==> src/rtl/pkt_pkg.sv <==
package pkt_pkg;
  localparam int BYTE_W = 8;
  localparam int CRC_W  = 16;
  localparam logic [CRC_W-1:0] CRC_POLY_R = 16'hA001;

  typedef enum logic [2:0] {
    TX_IDLE, TX_MK0, TX_MK1, TX_LEN, TX_PAY, TX_CRCH, TX_CRCL
  } tx_st_t;

  typedef enum logic [2:0] {
    RX_IDLE, RX_LEN, RX_PAY, RX_CRCH, RX_CRCL
  } rx_st_t;
endpackage

==> src/rtl/crc16_acc.sv <==
module crc16_acc #(
  parameter int W  = 16,
  parameter int DW = 8,
  parameter logic [W-1:0] POLY = 16'hA001
) (
  input  logic          clk,
  input  logic          rst_n,
  input  logic          load,
  input  logic [W-1:0]  seed,
  input  logic          en,
  input  logic [DW-1:0] din,
  output logic [W-1:0]  crc
);
  logic [W-1:0] crc_q;
  logic [W-1:0] nxt;

  // one shift per data bit, least significant bit first
  always_comb begin
    nxt = crc_q;
    for (int i = 0; i < DW; i++) begin
      if (nxt[0] ^ din[i]) nxt = (nxt >> 1) ^ POLY;
      else                 nxt = nxt >> 1;
    end
  end

  always_ff @(posedge clk) begin
    if (!rst_n)    crc_q <= '0;
    else if (load) crc_q <= seed;
    else if (en)   crc_q <= nxt;
  end

  assign crc = crc_q;
endmodule

==> src/rtl/pkt_tx.sv <==
module pkt_tx
  import pkt_pkg::*;
#(
  parameter int MAX_LEN = 40,
  parameter int LEN_W   = BYTE_W,
  parameter logic [BYTE_W-1:0] MARK0 = 8'hA5,
  parameter logic [BYTE_W-1:0] MARK1 = 8'h3C
) (
  input  logic              clk,
  input  logic              rst_n,
  input  logic              cfg_crc_en,
  input  logic [CRC_W-1:0]  cfg_seed,
  input  logic              cfg_tx_zero_seed,
  input  logic              tx_start,
  input  logic [LEN_W-1:0]  tx_len,
  output logic              tx_busy,
  input  logic              tx_in_valid,
  output logic              tx_in_ready,
  input  logic [BYTE_W-1:0] tx_in_data,
  output logic              tx_out_valid,
  input  logic              tx_out_ready,
  output logic [BYTE_W-1:0] tx_out_data,
  output logic              tx_out_mark
);
  tx_st_t             st;
  logic [LEN_W-1:0]   len_q;
  logic [LEN_W-1:0]   cnt;
  logic               crc_on;
  logic [CRC_W-1:0]   crc;
  logic               start_ok;
  logic               out_hs;
  logic               pay_hs;

  assign start_ok = tx_start && (st == TX_IDLE) && (tx_len <= LEN_W'(MAX_LEN));
  assign out_hs   = tx_out_valid && tx_out_ready;
  assign pay_hs   = (st == TX_PAY) && out_hs;

  crc16_acc #(.W(CRC_W), .DW(BYTE_W), .POLY(CRC_POLY_R)) u_crc (
    .clk   (clk),
    .rst_n (rst_n),
    .load  (start_ok),
    .seed  (cfg_tx_zero_seed ? '0 : cfg_seed),
    .en    (pay_hs),
    .din   (tx_in_data),
    .crc   (crc)
  );

  always_ff @(posedge clk) begin
    if (!rst_n) begin
      st     <= TX_IDLE;
      len_q  <= '0;
      cnt    <= '0;
      crc_on <= 1'b0;
    end else begin
      case (st)
        TX_IDLE: if (start_ok) begin
          st     <= TX_MK0;
          len_q  <= tx_len;
          cnt    <= '0;
          crc_on <= cfg_crc_en;
        end
        TX_MK0: if (out_hs) st <= TX_MK1;
        TX_MK1: if (out_hs) st <= TX_LEN;
        TX_LEN: if (out_hs) begin
          if (len_q != '0) st <= TX_PAY;
          else             st <= crc_on ? TX_CRCH : TX_IDLE;
        end
        TX_PAY: if (out_hs) begin
          cnt <= cnt + LEN_W'(1);
          if ((cnt + LEN_W'(1)) == len_q) st <= crc_on ? TX_CRCH : TX_IDLE;
        end
        TX_CRCH: if (out_hs) st <= TX_CRCL;
        TX_CRCL: if (out_hs) st <= TX_IDLE;
        default: st <= TX_IDLE;
      endcase
    end
  end

  always_comb begin
    tx_out_data = '0;
    case (st)
      TX_MK0:  tx_out_data = MARK0;
      TX_MK1:  tx_out_data = MARK1;
      TX_LEN:  tx_out_data = BYTE_W'(len_q);
      TX_PAY:  tx_out_data = tx_in_data;
      TX_CRCH: tx_out_data = crc[CRC_W-1 -: BYTE_W];
      TX_CRCL: tx_out_data = crc[BYTE_W-1:0];
      default: tx_out_data = '0;
    endcase
  end

  assign tx_busy      = (st != TX_IDLE);
  assign tx_out_mark  = (st == TX_MK0) || (st == TX_MK1);
  assign tx_out_valid = (st == TX_PAY) ? tx_in_valid : tx_busy;
  assign tx_in_ready  = (st == TX_PAY) && tx_out_ready;
endmodule

==> src/rtl/pkt_rx.sv <==
module pkt_rx
  import pkt_pkg::*;
#(
  parameter int MAX_LEN = 40,
  parameter int LEN_W   = BYTE_W,
  parameter int NSEED   = 2
) (
  input  logic              clk,
  input  logic              rst_n,
  input  logic              cfg_crc_en,
  input  logic [CRC_W-1:0]  cfg_seed,
  input  logic              rx_mark,
  input  logic              rx_in_valid,
  output logic              rx_in_ready,
  input  logic [BYTE_W-1:0] rx_in_data,
  output logic              rx_out_valid,
  input  logic              rx_out_ready,
  output logic [BYTE_W-1:0] rx_out_data,
  output logic              rx_done,
  output logic              rx_crc_ok,
  output logic              rx_len_err,
  output logic [LEN_W-1:0]  rx_len
);
  rx_st_t             st;
  logic [LEN_W-1:0]   len_q;
  logic [LEN_W-1:0]   cnt;
  logic               crc_on;
  logic [BYTE_W-1:0]  hi_q;
  logic               done_q, ok_q, lerr_q;
  logic               in_hs;
  logic               len_hs;
  logic               pay_hs;
  logic [CRC_W-1:0]   seed_v [NSEED];
  logic [CRC_W-1:0]   acc    [NSEED];
  logic [NSEED-1:0]   hit;
  logic [LEN_W-1:0]   in_len;

  assign rx_in_ready  = (st != RX_PAY) || rx_out_ready;
  assign in_hs        = rx_in_valid && rx_in_ready;
  assign len_hs       = (st == RX_LEN) && in_hs && !rx_mark;
  assign pay_hs       = (st == RX_PAY) && in_hs && !rx_mark;
  assign in_len       = LEN_W'(rx_in_data);

  // seed 0 is the programmed value; any further slots start from zero
  generate
    for (genvar g = 0; g < NSEED; g++) begin : g_acc
      if (g == 0) begin : g_cfg
        assign seed_v[g] = cfg_seed;
      end else begin : g_zero
        assign seed_v[g] = '0;
      end
      crc16_acc #(.W(CRC_W), .DW(BYTE_W), .POLY(CRC_POLY_R)) u_acc (
        .clk   (clk),
        .rst_n (rst_n),
        .load  (len_hs),
        .seed  (seed_v[g]),
        .en    (pay_hs),
        .din   (rx_in_data),
        .crc   (acc[g])
      );
      assign hit[g] = ({hi_q, rx_in_data} == acc[g]);
    end
  endgenerate

  always_ff @(posedge clk) begin
    if (!rst_n) begin
      st     <= RX_IDLE;
      len_q  <= '0;
      cnt    <= '0;
      crc_on <= 1'b0;
      hi_q   <= '0;
      done_q <= 1'b0;
      ok_q   <= 1'b0;
      lerr_q <= 1'b0;
    end else begin
      done_q <= 1'b0;
      ok_q   <= 1'b0;
      lerr_q <= 1'b0;
      if (rx_mark) begin
        st     <= RX_LEN;
        crc_on <= cfg_crc_en;
      end else begin
        case (st)
          RX_LEN: if (in_hs) begin
            len_q <= in_len;
            cnt   <= '0;
            if (in_len > LEN_W'(MAX_LEN)) begin
              lerr_q <= 1'b1;
              st     <= RX_IDLE;
            end else if (in_len != '0) begin
              st <= RX_PAY;
            end else if (crc_on) begin
              st <= RX_CRCH;
            end else begin
              done_q <= 1'b1;
              st     <= RX_IDLE;
            end
          end
          RX_PAY: if (in_hs) begin
            cnt <= cnt + LEN_W'(1);
            if ((cnt + LEN_W'(1)) == len_q) begin
              if (crc_on) st <= RX_CRCH;
              else begin
                done_q <= 1'b1;
                st     <= RX_IDLE;
              end
            end
          end
          RX_CRCH: if (in_hs) begin
            hi_q <= rx_in_data;
            st   <= RX_CRCL;
          end
          RX_CRCL: if (in_hs) begin
            done_q <= 1'b1;
            ok_q   <= |hit;
            st     <= RX_IDLE;
          end
          default: st <= RX_IDLE;
        endcase
      end
    end
  end

  assign rx_out_valid = (st == RX_PAY) && rx_in_valid && !rx_mark;
  assign rx_out_data  = rx_in_data;
  assign rx_done      = done_q;
  assign rx_crc_ok    = ok_q;
  assign rx_len_err   = lerr_q;
  assign rx_len       = len_q;
endmodule

==> src/rtl/pkt_engine.sv <==
module pkt_engine
  import pkt_pkg::*;
#(
  parameter int MAX_LEN = 40,
  parameter logic [7:0] MARK0 = 8'hA5,
  parameter logic [7:0] MARK1 = 8'h3C
) (
  input  logic        clk,
  input  logic        rst_n,
  input  logic        cfg_crc_en,
  input  logic [15:0] cfg_seed,
  input  logic        cfg_tx_zero_seed,
  input  logic        tx_start,
  input  logic [7:0]  tx_len,
  output logic        tx_busy,
  input  logic        tx_in_valid,
  output logic        tx_in_ready,
  input  logic [7:0]  tx_in_data,
  output logic        tx_out_valid,
  input  logic        tx_out_ready,
  output logic [7:0]  tx_out_data,
  output logic        tx_out_mark,
  input  logic        rx_mark,
  input  logic        rx_in_valid,
  output logic        rx_in_ready,
  input  logic [7:0]  rx_in_data,
  output logic        rx_out_valid,
  input  logic        rx_out_ready,
  output logic [7:0]  rx_out_data,
  output logic        rx_done,
  output logic        rx_crc_ok,
  output logic        rx_len_err,
  output logic [7:0]  rx_len
);
  pkt_tx #(.MAX_LEN(MAX_LEN), .LEN_W(BYTE_W), .MARK0(MARK0), .MARK1(MARK1)) u_tx (
    .clk              (clk),
    .rst_n            (rst_n),
    .cfg_crc_en       (cfg_crc_en),
    .cfg_seed         (cfg_seed),
    .cfg_tx_zero_seed (cfg_tx_zero_seed),
    .tx_start         (tx_start),
    .tx_len           (tx_len),
    .tx_busy          (tx_busy),
    .tx_in_valid      (tx_in_valid),
    .tx_in_ready      (tx_in_ready),
    .tx_in_data       (tx_in_data),
    .tx_out_valid     (tx_out_valid),
    .tx_out_ready     (tx_out_ready),
    .tx_out_data      (tx_out_data),
    .tx_out_mark      (tx_out_mark)
  );

  pkt_rx #(.MAX_LEN(MAX_LEN), .LEN_W(BYTE_W), .NSEED(2)) u_rx (
    .clk          (clk),
    .rst_n        (rst_n),
    .cfg_crc_en   (cfg_crc_en),
    .cfg_seed     (cfg_seed),
    .rx_mark      (rx_mark),
    .rx_in_valid  (rx_in_valid),
    .rx_in_ready  (rx_in_ready),
    .rx_in_data   (rx_in_data),
    .rx_out_valid (rx_out_valid),
    .rx_out_ready (rx_out_ready),
    .rx_out_data  (rx_out_data),
    .rx_done      (rx_done),
    .rx_crc_ok    (rx_crc_ok),
    .rx_len_err   (rx_len_err),
    .rx_len       (rx_len)
  );
endmodule

==> config.mk <==
export PLATFORM = sky130hd
export DESIGN_NAME = pkt_engine
export DESIGN_NICKNAME = d
export VERILOG_FILES = /design/src/rtl/pkt_pkg.sv /design/src/rtl/crc16_acc.sv /design/src/rtl/pkt_tx.sv /design/src/rtl/pkt_rx.sv /design/src/rtl/pkt_engine.sv
export SDC_FILE = /design/constraint.sdc
export NUM_CORES = 1
export LEC_CHECK = 0
export ABC_CLOCK_PERIOD_IN_PS = 2290
export BUFFER_PORTS_ARGS = -buffer_cell sky130_fd_sc_hd__buf_2
export CORE_AREA = 3 3 106 108
export DETAILED_ROUTE_END_ITERATION = 16
export DIE_AREA = 0 0 109 111
export PLACE_DENSITY = 0.82
export SYNTH_ARGS = -nofsm -noshare
export SYNTH_HDL_FRONTEND = slang
export SYNTH_SLANG_ARGS = --single-unit
==> constraint.sdc <==
create_clock -name clk -period 2.29 [get_ports clk]
set_input_delay 0.1145 -clock clk [delete_from_list [all_inputs] [get_ports clk]]
set_output_delay 0.1145 -clock clk [all_outputs]
set_load 0.01 [all_outputs]
## Word level (Yosys, flattened, before mapping)

Cells that the tools add are included.

- Add/sub/neg operators: 2
- Eq/ne operators: 33
- Multiplexer cells: 67
- $lt $le $gt $ge: 2
- Reduce and logical (&&, ||, !) cells: 36
- Bitwise logic cells: 53

Operator list:

| operator | number |
|---|---|
| $mux 16 | 29 |
| $not 2->3 | 24 |
| $mux 3 | 17 |
| $pmux 8 s6 | 1 |
| $eq 16x16->1 | 2 |
| $mux 8 | 4 |
| $pmux 8 s2 | 2 |
| $ne 2x1->1 const B | 13 |
| $xor 1x1->1 | 24 |
| $pmux 3 s7 | 1 |
| $ne 3x2->1 const B | 6 |
| $add 8x1->8 const B | 2 |
| $eq 8x8->1 | 2 |
| $reduce_bool 8->1 | 2 |
| $eq 3x2->1 const B | 4 |
| $eq 3x3->1 const B | 4 |
| $logic_and 1x1->1 | 12 |
| $pmux 3 s4 | 1 |
| $mux 1 | 10 |
| $reduce_and 5->1 | 2 |
| $reduce_and 3->1 | 3 |
| $gt 8x6->1 const B | 1 |
| $le 8x6->1 const B | 1 |
| $reduce_and 8->1 | 1 |
| other kinds (13) | 25 |

- Input port bits: 50
- Output and inout bits: 33
- Word-level logic and storage cells: 209
- Register bits after elaboration: 99

## Logic depth before layout (Yosys ltp)

- Depth after elaboration: 18
- Gate-level depth with buffers: 9
- Gate-level depth less buffers: 7

## By module

From an unflattened synthesis, not the netlist that was laid out.

- Cells, all modules: 781
- Area, all modules: 6558.8 um2

Modules (own cells, without submodules):

| module | instances | cells an instance | area each (um2) |
|---|---|---|---|
| crc16_acc | 3 | 108 | 959.7 |
| pkt_rx | 1 | 243 | 2067.0 |
| pkt_tx | 1 | 214 | 1612.8 |

## Worst setup path after synthesis

OpenSTA, ideal clock, no wires.

- Path type: register to register
- Start: register u_rx.st[2]
- End: register u_rx.g_acc[1].u_acc.crc_q[6]
- Path slack: 135 ps
- Clock period less this slack: 2155 ps
- Arrival: 2084 ps
- Stages on the path, launching flop included: 10
- Path through: dfxtp_1 clkbuf_1 nand2b_1 nor3_1 and2_1 buf_6 clkbuf_1 clkbuf_1 nand2_1 a21oi_1

- Longest elaborated chain between the ends: 6

Ends and longest elaborated chain:

| item | line | source |
|---|---|---|
| start: declaration | pkt_rx.sv:24 | `rx_st_t st;` |
| start signal: assignment | pkt_rx.sv:67 | `st <= RX_IDLE;` |
| start signal: assignment | pkt_rx.sv:80 | `st <= RX_LEN;` |
| start signal: assignment | pkt_rx.sv:89 | `st <= RX_IDLE;` |
| $ne 3x2->1 | pkt_rx.sv:38 | `assign rx_in_ready = (st != RX_PAY) \|\| rx_out_ready;` |
| $logic_or 1x1->1 | pkt_rx.sv:38 |  |
| $logic_and 1x1->1 | pkt_rx.sv:39 | `assign in_hs = rx_in_valid && rx_in_ready;` |
| $logic_and 1x1->1 (2 in series) | pkt_rx.sv:40 | `assign len_hs = (st == RX_LEN) && in_hs && !rx_mark;` |
| $reduce_or 2->1 (no line) | - |  |
| end signal: assignment | crc16_acc.sv:29 | `else if (en) crc_q <= nxt;` |
| end: declaration | crc16_acc.sv:14 | `logic [W-1:0] crc_q;` |

Parallel ways exist; a longest one is shown, timed or not.
A chain may end at the register's enable or synchronous reset.

## Worst setup path in the final report

- Start: register u_tx.u_crc.crc_q[4], in the netlist u_tx.u_crc.crc[4]
- End: register u_tx.u_crc.crc_q[0], in the netlist u_tx.u_crc.crc[0]

- Longest elaborated chain between the ends: 15

Ends and longest elaborated chain:

| item | line | source |
|---|---|---|
| start: declaration | crc16_acc.sv:14 |  |
| start signal: assignment | crc16_acc.sv:29 |  |
| $mux 16 (*) (3 in series) | crc16_acc.sv:21 | `if (nxt[0] ^ din[i]) nxt = (nxt >> 1) ^ POLY;` |
| $not 2->3 (no line) | - |  |
| $mux 16 (*) | crc16_acc.sv:21 |  |
| $xor 1x1->1 (*) | crc16_acc.sv:21 |  |
| $mux 16 (*) | crc16_acc.sv:21 |  |
| $xor 1x1->1 (*) | crc16_acc.sv:21 |  |
| $mux 16 (*) | crc16_acc.sv:21 |  |
| $xor 1x1->1 (*) | crc16_acc.sv:21 |  |
| $mux 16 (*) | crc16_acc.sv:21 |  |
| $xor 1x1->1 (*) | crc16_acc.sv:21 |  |
| $mux 16 (*) | crc16_acc.sv:21 |  |
| $mux 16 (*) | crc16_acc.sv:29 |  |
| $mux 16 (*) | crc16_acc.sv:28 | `else if (load) crc_q <= seed;` |

Every way passes the cells marked *; elsewhere a longest branch is shown, timed or not. The select of a mux whose other input is x is not followed.

==> results.sh <==
export IMPL_drv_cap=0
export IMPL_cp_arrival_ps=2490
export IMPL_tritoncts="built"
export IMPL_hold_ws_ps=25.9
export IMPL_vias=5467
export IMPL_grt_pass1_wl_um=25800
export IMPL_crit_start="u_tx.u_crc.crc[4]"
export IMPL_synth_avg_cell_area_um2=8.55
export IMPL_numPortBuffers=82
export IMPL_rows=37
export IMPL_final_cells=914
export IMPL_dieWidth_um=109
export IMPL_synth_warnings=0
export IMPL_wl_per_cell_um=17.4
export IMPL_initial_core_util_pct=57.8
export IMPL_rr_worst_depth=6
export IMPL_dr_pass1_iters=6
export IMPL_layout_nets=825
export IMPL_clock_skew_ps=12.8
export IMPL_min_period_over_period_pct=96.9
export IMPL_r2r_end="u_tx.u_crc.crc[0]"
export IMPL_r2r_start="u_tx.u_crc.crc[4]"
export IMPL_end_kind="flip-flop"
export IMPL_tightest_slew_ps=645
export IMPL_crit_required_ps=2560
export IMPL_cts_sinks=99
export IMPL_htree_levels=3
export IMPL_synth_edf_count=0
export IMPL_rsz0062_at_grt="no"
export IMPL_slew_violations=0
export IMPL_overflow=0
export IMPL_outcome="complete, no violations"
export IMPL_grt_use_total_pct=26.8
export IMPL_ys_types=63
export IMPL_power_density_nw_per_um2=683
export IMPL_cts_buffer_depth=2
export IMPL_grt_pass1_vias=5165
export IMPL_ys_seq_area_share_pct=33.2
export IMPL_crit_path_max_fanout=3
export IMPL_synth_async_reset_ratio_pct=0
export IMPL_ys_ff_latch=99
export IMPL_worstSetupPathType="reg -> reg"
export IMPL_period_minus_slack_ps=2220
export IMPL_ioPinCount=83
export IMPL_endpoint="u_tx.u_crc.crc[0]"
export IMPL_placed_cells=895
export IMPL_dieArea_um2=12100
export IMPL_drtAntennaViolNets=0
export IMPL_fp_coreArea_um2=10300
export IMPL_wl_um=15900
export IMPL_finalSetupViolCount=0
export IMPL_clock_latency_ps=380
export IMPL_syn_nets=750
export IMPL_multiInputGateArea_um2=3670
export IMPL_drive_gt1_share_pct=17.7
export IMPL_min_path_type="in -> reg"
export IMPL_cts_buffers=9
export IMPL_via_per_inst=5.98
export IMPL_place_congestion=0.917
export IMPL_fmax_mhz=450
export IMPL_drc_errors=0
export IMPL_peakVddDrop_uv=435
export IMPL_relSlewSlack_pct=56.9
export IMPL_grt_max_degree=46
export IMPL_startpoint_type="flip-flop"
export IMPL_syn_instance_count=698
export IMPL_die_h_um=111
export IMPL_syn_cell_area_um2=5970
export IMPL_fillers=848
export IMPL_antenna_cells=0
export IMPL_clk_pin_slew_worst_paths_ps=100
export IMPL_dp_hpwl_um=11700
export IMPL_p_leak_uw=0.00287
export IMPL_drt_iter0_drc=464
export IMPL_seq_area_um2=1980
export IMPL_cts_root_buf="clkbuf_8"
export IMPL_area_growth_pct=13.5
export IMPL_fin_setup_tns_ps=0
export IMPL_synth_ff_type="dfxtp_1"
export IMPL_hold_viol=0
export IMPL_antenna_found_initial=0
export IMPL_r2r_slack_ps=70
==> how the worst min path moves through the flow <==
stage	startpoint	endpoint	slack, ps	cells after the start
final	cfg_crc_en	u_rx.crc_on	30	3
after global routing	cfg_crc_en	u_tx.crc_on	50	3
after CTS	cfg_crc_en	u_rx.crc_on	20	3
after detailed placement	cfg_seed[6]	u_rx.g_acc[0].u_acc.crc[6]	410	3
after global placement	cfg_seed[13]	u_rx.g_acc[0].u_acc.crc[13]	390	3
after floorplan	rx_in_data[1]	u_rx.rx_len[1]	250	2
==> cells in the final DEF (no fill, tap or decap), types with 7 or more instances in the layout <==
cell type and n:
dfxtp_1 98, buf_2 82, nand2_1 69, xnor2_1 50, nor2b_1 49, nor2_1 41
xor2_1 41, a21oi_1 40, o21ai_0 30, buf_4 28, mux2i_1 24, inv_1 19
nor3_1 17, a21boi_1 13, a222oi_1 13, a22oi_1 10, a211oi_1 10, o211a_1 9
clkbuf_8 9, and3_1 8, nand3_1 8, o311ai_0 8, xnor3_1 7
==> state kept, by name, indices dropped and copies added (netlist names) <==
| name | flops |
|---|---|
| u_rx.rx_done | 1 |
| u_rx.cnt | 8 |
| u_rx.rx_len_err | 1 |
| u_rx.rx_len | 8 |
| u_tx.u_crc.crc | 16 |
| u_rx.st | 3 |
| u_rx.hi_q | 8 |
| u_tx.cnt | 8 |
| u_tx.len_q | 8 |
| u_rx.crc_on | 1 |
| u_tx.crc_on | 1 |
| u_rx.rx_crc_ok | 1 |
| u_rx.g_acc.u_acc.crc | 32 |
| u_tx.st | 3 |
==> synthesized netlist by cell type, drive strengths merged (2+ instances only) <==
cell    count  area share [%]
dfxtp      99              33
nand2      69             4.3
xnor2      51             7.6
nor2b      49             5.1
xor2       43             6.4
nor2       42             2.6
a21oi      40             3.4
clkbuf     39             3.0
o21ai      30             2.5
mux2i      24             4.0
inv        19             1.2
nor3       18             1.7
a21boi     15             1.9
a222oi     13             2.2
a211oi     10             1.3
a22oi      10             1.3
buf        10             1.3
o211a       9             1.5
o311ai      9             1.3
and3        8            0.84
nand3       8            0.67
xnor3       8             3.0
nand4       6            0.63
a21o        5            0.63
nand2b      5            0.57
nand3b      5            0.63
nor3b       4            0.50
nor4        4            0.42
o21a        4            0.50
a221oi      3            0.44
and2        3            0.31
o22ai       3            0.31
o31a        3            0.44
or3         3            0.31
a31oi       2            0.21
and4        2            0.29
ha          2            0.42
mux2        2            0.38
o211ai      2            0.25
o221ai      2            0.29
o31ai       2            0.25
or4         2            0.25
==> per-layer routing <==
metal | global-route usage (%) | share of wire (%)
met4 | 10.7 | 2.8
met5 | 0 | 0
met1 | 36.3 | 42
met3 | 4.78 | 7.1
met2 | 41.9 | 48
==> power breakdown <==
| part | leakage (uW) | internal [uW] | switching [uW] |
|---|---|---|---|
| Sequential | 0.000801 | 1800 | 83.2 |
| Clock | 0.000111 | 620 | 637 |
| Combinational | 0.00196 | 687 | 802 |
| Total | 0.00287 | 3110 | 1520 |
==> through the flow <==
step | setup slack, ps | instance area, um2 | util, % | power [uW]
detailed placement | 69.5 | 6520 | 63.2 | 3370
finish | 69.9 | 6780 | 65.6 | 4630
CTS | 52.4 | 6760 | 65.4 | 4610
global placement | 161 | 6520 | 63.2 | 3330
floorplan | 135 | 5970 | - | 2960
global route | 0.321 | 6780 | 65.6 | 4840
==> what timing repair did <==
action | CTS | global route
setup buffers | 0 | 1
hold endpoints to repair | 2 | 0
hold buffers | 2 | 0
resized for setup | 0 | 4
endpoints found under the setup margin | 0 | 5
==> final cells by class <==
cell class | instances | share of cell area [%]
multi-input cells | 530 | 54.2
flip-flops and latches | 99 | 29.3
repair buffers | 113 | 9.75
well taps | 136 | 2.51
clock buffers | 10 | 1.88
clock inverters | 6 | 1.29
inverters | 20 | 1.11
==> critical path, stage by stage (launching register included) <==
cell and delay, ps:
dfxtp_1 340, xnor2_1 280, xor2_1 270, xnor3_1 520
xnor3_1 370, a221oi_1 240, nor2_1 80
==> cell families (layout without fill, tap and decap cells) <==
family	count (synthesis)	count (layout)	synth area share, %
buffers and inverters	69	149	5.49
AOI/OAI and AO/OA	170	170	19.9
and+or+nand+nor	230	230	19.5
adders and majority gates	2	2	0.419
xor gates and xnor gates	102	102	17.1
DFF	99	99	33.2
muxes	26	26	4.40
Note: power is estimated with default switching activity, not from simulation.
